--- config.mk ---
export PLATFORM = sky130hd
export DESIGN_NAME = wqa_arbiter
export DESIGN_NICKNAME = d
export VERILOG_FILES = /design/src/rtl/wqa_pkg.sv /design/src/rtl/wqa_weight_decode.sv /design/src/rtl/wqa_credit_counter.sv /design/src/rtl/wqa_pick.sv /design/src/rtl/wqa_grant_hold.sv /design/src/rtl/wqa_arbiter.sv
export SDC_FILE = /design/constraint.sdc
export NUM_CORES = 1
export LEC_CHECK = 0
export ABC_AREA = 1
export BUFFER_PORTS_ARGS = -buffer_cell sky130_fd_sc_hd__buf_2
export CORE_MARGIN = 8
export CORE_UTILIZATION = 25
export DETAILED_ROUTE_END_ITERATION = 6
export GPL_ROUTABILITY_DRIVEN = 0
export SYNTH_ARGS = -nofsm -noshare
export SYNTH_HDL_FRONTEND = slang
export SYNTH_SLANG_ARGS = --single-unit
--- constraint.sdc ---
create_clock -name clk -period 3.9 [get_ports clk]
set_input_delay 0.78 -clock clk [delete_from_list [all_inputs] [get_ports clk]]
set_output_delay 0.78 -clock clk [all_outputs]
set_load 0.02 [all_outputs]
--- src/rtl/wqa_pkg.sv ---
// Shared types for the weighted high/low packet arbiter.
package wqa_pkg;
    // Outcome of one arbitration choice.
    typedef enum logic [1:0] {
        PICK_NONE = 2'd0,
        PICK_HI   = 2'd1,
        PICK_LO   = 2'd2
    } pick_e;
endpackage

--- src/rtl/wqa_weight_decode.sv ---
// Weight decoder.
// Turns the weight code into a credit limit (high packets per low packet) and a
// strict-priority flag.
// Assumes: code 0 means a limit of 1, codes 1..max-1 mean 2*code, and all-ones means strict.
module wqa_weight_decode #(
    parameter int CODE_W = 3,
    parameter int CNT_W  = 4
) (
    input  logic [CODE_W-1:0] code,
    output logic [CNT_W-1:0]  limit,
    output logic              strict
);
    localparam logic [CODE_W-1:0] STRICT_CODE = '1;
    localparam logic [CODE_W-1:0] ONE_TO_ONE  = '0;

    // Map the code onto a limit and flag the strict setting.
    always_comb begin
        strict = (code == STRICT_CODE);
        if (code == ONE_TO_ONE) begin
            limit = CNT_W'(1);
        end else begin
            limit = CNT_W'({code, 1'b0});
        end
    end
endmodule

--- src/rtl/wqa_credit_counter.sv ---
// High-credit counter.
// Counts the high packets granted since the last low grant or since the high
// queue was last seen empty.
// Assumes: take_hi and clear never matter together; take_hi wins if they do.
// The count saturates at all-ones.
module wqa_credit_counter #(
    parameter int CNT_W = 4
) (
    input  logic             clk,
    input  logic             rst_n,
    input  logic             take_hi,
    input  logic             clear,
    output logic [CNT_W-1:0] count
);
    localparam logic [CNT_W-1:0] CNT_MAX = '1;

    // Saturating increment on a high grant; clear on a low grant or an empty high queue.
    always_ff @(posedge clk) begin
        if (!rst_n) begin
            count <= '0;
        end else if (take_hi) begin
            if (count != CNT_MAX) begin
                count <= count + 1'b1;
            end
        end else if (clear) begin
            count <= '0;
        end
    end
endmodule

--- src/rtl/wqa_pick.sv ---
// Choice logic.
// Combinational decision on which queue the next packet should come from.
// Assumes: the result is used only while no grant is held.
module wqa_pick
    import wqa_pkg::*;
#(
    parameter int CNT_W = 4
) (
    input  logic             hi_pending,
    input  logic             lo_pending,
    input  logic [CNT_W-1:0] count,
    input  logic [CNT_W-1:0] limit,
    input  logic             strict,
    output pick_e            pick
);
    // Prefer high while credit remains, when strict, or when low is empty.
    always_comb begin
        if (hi_pending) begin
            if (strict || !lo_pending || (count < limit)) begin
                pick = PICK_HI;
            end else begin
                pick = PICK_LO;
            end
        end else if (lo_pending) begin
            pick = PICK_LO;
        end else begin
            pick = PICK_NONE;
        end
    end
endmodule

--- src/rtl/wqa_grant_hold.sv ---
// Grant register.
// Loads a choice while idle and holds it until the packet-done strobe arrives.
// Assumes: pkt_done is meaningful only while a grant is held.
module wqa_grant_hold
    import wqa_pkg::*;
(
    input  logic  clk,
    input  logic  rst_n,
    input  pick_e pick,
    input  logic  pkt_done,
    output logic  grant_hi,
    output logic  grant_lo
);
    logic held;
    assign held = grant_hi | grant_lo;

    // Hold the current grant until done; load a new choice only from idle.
    always_ff @(posedge clk) begin
        if (!rst_n) begin
            grant_hi <= 1'b0;
            grant_lo <= 1'b0;
        end else if (held) begin
            if (pkt_done) begin
                grant_hi <= 1'b0;
                grant_lo <= 1'b0;
            end
        end else begin
            grant_hi <= (pick == PICK_HI);
            grant_lo <= (pick == PICK_LO);
        end
    end
endmodule

--- src/rtl/wqa_arbiter.sv ---
// Weighted high/low packet arbiter (top).
// Grants whole packets to a high or a low queue in the ratio set by the weight code.
// Code 0 gives 1:1, codes 1..6 give 2*code:1, and the all-ones code gives strict priority.
// Assumes: the pending flags reflect queue occupancy, and pkt_done pulses once per granted packet.
module wqa_arbiter
    import wqa_pkg::*;
#(
    parameter int CODE_W = 3
) (
    input  logic              clk,
    input  logic              rst_n,
    input  logic              hi_pending,
    input  logic              lo_pending,
    input  logic              pkt_done,
    input  logic [CODE_W-1:0] weight_code,
    output logic              grant_hi,
    output logic              grant_lo,
    output logic              grant_valid
);
    localparam int LIMIT_MAX = 2 * ((1 << CODE_W) - 2);
    localparam int CNT_W     = $clog2(LIMIT_MAX + 1);

    logic [CNT_W-1:0] limit;
    logic             strict;
    logic [CNT_W-1:0] count;
    pick_e            pick;
    logic             idle;
    logic             take_hi;
    logic             take_lo;
    logic             credit_clear;

    wqa_weight_decode #(.CODE_W(CODE_W), .CNT_W(CNT_W)) u_decode (
        .code   (weight_code),
        .limit  (limit),
        .strict (strict)
    );

    wqa_pick #(.CNT_W(CNT_W)) u_pick (
        .hi_pending (hi_pending),
        .lo_pending (lo_pending),
        .count      (count),
        .limit      (limit),
        .strict     (strict),
        .pick       (pick)
    );

    // Choices take effect only from an idle cycle.
    assign idle         = !(grant_hi || grant_lo);
    assign take_hi      = idle && (pick == PICK_HI);
    assign take_lo      = idle && (pick == PICK_LO);
    assign credit_clear = take_lo || (!hi_pending && !grant_hi);

    wqa_credit_counter #(.CNT_W(CNT_W)) u_credit (
        .clk     (clk),
        .rst_n   (rst_n),
        .take_hi (take_hi),
        .clear   (credit_clear),
        .count   (count)
    );

    wqa_grant_hold u_hold (
        .clk      (clk),
        .rst_n    (rst_n),
        .pick     (pick),
        .pkt_done (pkt_done),
        .grant_hi (grant_hi),
        .grant_lo (grant_lo)
    );

    assign grant_valid = grant_hi | grant_lo;
endmodule

==> reports/qor_table.md <==
| Metric | Reported |
| --- | --- |
| Outcome | finished, final reports clean |
| Power density over cell area | 307 nW/um2 |
| Number of max-capacitance violations reported | 0 |
| Reg2reg end | u_credit.count[0]$_SDFFE_PN0P_ |
| Slack of the worst reg-to-reg path | 2.47 ns |
| Slew HR | 0.868 |
| # hold bufs at CTS | 0 |
| Arrival time reported for the critical path endpoint | 0.97 ns |
| DRC violations left | 0 |
| Setup ws final | 2.15 ns |
| Leakage component of the power | 0.298 nW |
| Root buffer cell | clkbuf_4 |
| Syn. warnings | 0 |
| Vias | 417 |
| Most used flip-flop cell after synthesis | dfxtp_1 |
| Height of the die | 57.9 um |
| Number of different library cells in the post-synthesis netlist | 17 |
| Portion of synthesized cell area occupied by the leading cell type | 0.274 |
| Violation count after the first detailed-route iteration | 8 |
| Overall track demand over capacity in global routing | 0.0617 |
| Routed WL | 886 um |
| Final Setup Violations | 0 |
| Die Footprint | 3350 um2 |
| Number of antenna-violating nets in the routed design | 0 |
| Maximum number of pins on one net before global-route repair | 6 |
| Register bit total from synthesis | 6 |
| CP Cell Sequence | nor2_2 > inv_1 > buf_2 |
| Portion of netlist area occupied by mux cells | 0 |
| Via density per instance | 4.48 |
| Period Utilization, post-route | 0.447 |
| Placeable Area | 1690 um2 |
| Worst-path fanout max | 3 |
| Worst hold margin | 0.486 ns |
| Worst setup SP type | register |
| Dpl hpwl | 768 um |
| Overall power of the completed layout | 0.164 mW |
| Launch point of the worst reg-to-reg path | u_credit.count[3]$_SDFFE_PN0P_ |
| Share of async-settable or async-resettable flops after synthesis | 0 |
| Combinational family with the most area after synthesis | simple AND/OR/NAND/NOR gates |
| Fraction of final layout cells with drive strength greater than 1 | 0.329 |
| Class of the most critical hold timing path | register to register |
| Starting density of the core | 0.260 |
| Ports placed on the boundary | 11 |
| Post-synthesis instance area | 439 um2 |
| Vias in the first global route | 401 |
| Top cells by area in the synthesized netlist | dfxtp_1 (27%), ha_1 (11%), nand2_1 (10%) |
| Global-route wire length before repair | 1610 um |
| Worst supply voltage drop on vdd | 0.151 mV |
| Number of cells upsized or downsized after cts | 0 |
| Syn_area_per_cell | 6.97 um2 |
| Unrepaired setup endpoints after global routing | false |
| Startpoint of the lowest-slack hold path | u_hold.grant_lo$_SDFFE_PN0P_ |
| Simple-gate share of the synthesized area | 0.390 |
| Critical Path Max Stage Delay | 0.32 ns |
| Clock-pin transition on the worst setup and hold timing paths | 0.04 ns |
| Diodes inserted | 0 |
| EDFF count, synth | 0 |
| Cells after synthesis | 63 |
| Placement Rows | 15 |
| WL per Instance | 9.53 um |
| Fin crit period | 1.75 ns |
| Clock net sink count | 6 |
| Number of buffers created by CTS | 3 |
| Clock skew after layout | 0.000555 ns |
| First-pass DRT Iterations | 4 |
| NumNets Final | 90 |
| IO Port Bufs | 10 |
| TritonCTS clock tree | done |
| Adder-cell share of the synthesized area | 0.114 |
| Chip width | 57.9 um |
| Post-placement setup slack | 1.93 ns |
| Length in cells of the worst reg-to-reg path | 8 |
| Crit Path Category | register to output pin |
| Maximum clock insertion buffer count | 2 |
| Worst hold path stage count | 2 |
| Most area-hungry cell type in the Yosys netlist | dfxtp_1 |
| Clk Latency, worst-skew pair | 0.24 ns |
| Hold Vio Cnt, Final | 0 |
| XOR/XNOR Fraction of Synth Area | 0.0399 |
| Terminating pin of the worst hold path | u_hold.grant_lo$_SDFFE_PN0P_ |
| Worst slew pin tran | 0.198 ns |
| Overflow after GRT | 0 |
| # Post-CTS Setup Buffers | 0 |
| CP Data Required Time | 3.12 ns |
| Synthesis-to-layout area growth | 21.4% |
| Net Count, Synth | 75 |
| Number of max-slew violations in the final report | 0 |
| Cell with the largest stage delay on the worst path | dfxtp_1 |
| Aggregate negative setup slack | 0 ns |
| Peak clock frequency supported by timing | 573 MHz |
| Seq/Total Area, Yosys | 0.274 |
| Compound-Gate Fraction of Synth Area | 0.0798 |
| CP Capture Type | output pin |
| Depth of the CTS H-tree | 1 |
| Initial antenna violation count | 0 |
cell usage after synthesis (2+ instances only):
cell type and number:
nand2_1 12, inv_1 8, a21oi_1 7, dfxtp_1 6
nand3_1 6, ha_1 4, inv_2 3, nand2_2 3
nand4_1 3, nand2_4 2, nor2_1 2, nor2_2 2
metal layers:
layer	GRT usage	share of wire	routed length [um]	vias up
li1	-	-	-	229
met2	0.0908	0.46	410	10
met5	0	0	0	-
met1	0.0679	0.45	397	176
met3	0.0243	0.084	74	2
met4	0.0524	0.0045	4	0
worst max path at each step:
stage / endpoint / slack (ns) / from / cells after the start
after detailed placement: u_credit.count[3]$_SDFFE_PN0P_ / 1.93 / weight_code[2] / 10
after floorplan: u_credit.count[2]$_SDFFE_PN0P_ / 2.14 / weight_code[2] / 9
after global routing: u_credit.count[2]$_SDFFE_PN0P_ / 2.06 / weight_code[2] / 10
after global placement: u_credit.count[3]$_SDFFE_PN0P_ / 1.96 / weight_code[2] / 10
final: grant_valid / 2.15 / u_hold.grant_lo$_SDFFE_PN0P_ / 3
after CTS: grant_valid / 2.13 / u_hold.grant_lo$_SDFFE_PN0P_ / 3
flip-flops by register name, indices dropped and copies added (netlist names):
signal,flops
u_credit.count,4
u_hold.grant_hi,1
u_hold.grant_lo,1
cell families after synthesis:
family,Yosys count
adders and majority gates,4
and+or+nand+nor,32
DFF,6
AOI/OAI and AO/OA,7
xor gates and xnor gates,2
buffers and inverters,12
cell usage in the layout, fill, tap and decap left out, drive strengths merged:
cell type / n
a21oi: 7
buf: 10
clkbuf: 3
clkinv: 1
dfxtp: 6
ha: 4
inv: 11
nand2: 17
nand3: 7
nand4: 3
nor2: 4
or2: 1
xnor2: 1
xor2: 1
per-stage QoR:
step / area, um2 / util / cells
finish: 533 / 0.316 / 93
global route: 533 / 0.316 / 93
CTS: 533 / 0.316 / 93
detailed placement: 510 / 0.302 / 90
global placement: 510 / 0.302 / 90
floorplan: 439 / - / 63
final cells by class:
type / count / area, um2
clock buffers: 3 / 22.5
fillers: 189 / 1160
repair buffers: 10 / 50.0
multi-input cells: 45 / 274
well taps: 17 / 21.3
flip-flops and latches: 6 / 120
inverters: 12 / 45.0
power breakdown:
part           leakage [nW]  total (mW)  internal [mW]  switching [mW]
logic                 0.235      0.0403         0.0153          0.0249
clock network        0.0138      0.0544         0.0346          0.0197
registers            0.0490      0.0691         0.0652         0.00391
total                 0.298       0.164          0.115          0.0486
worst max-delay path, delay by kind of cell, from the launching register on:
| kind | cells | cell delay (ns) |
|---|---|---|
| buffers and inverters | 2 | 0.24 |
| DFF | 1 | 0.32 |
| and+or+nand+nor | 1 | 0.17 |
(Power assumes the default switching activity.)
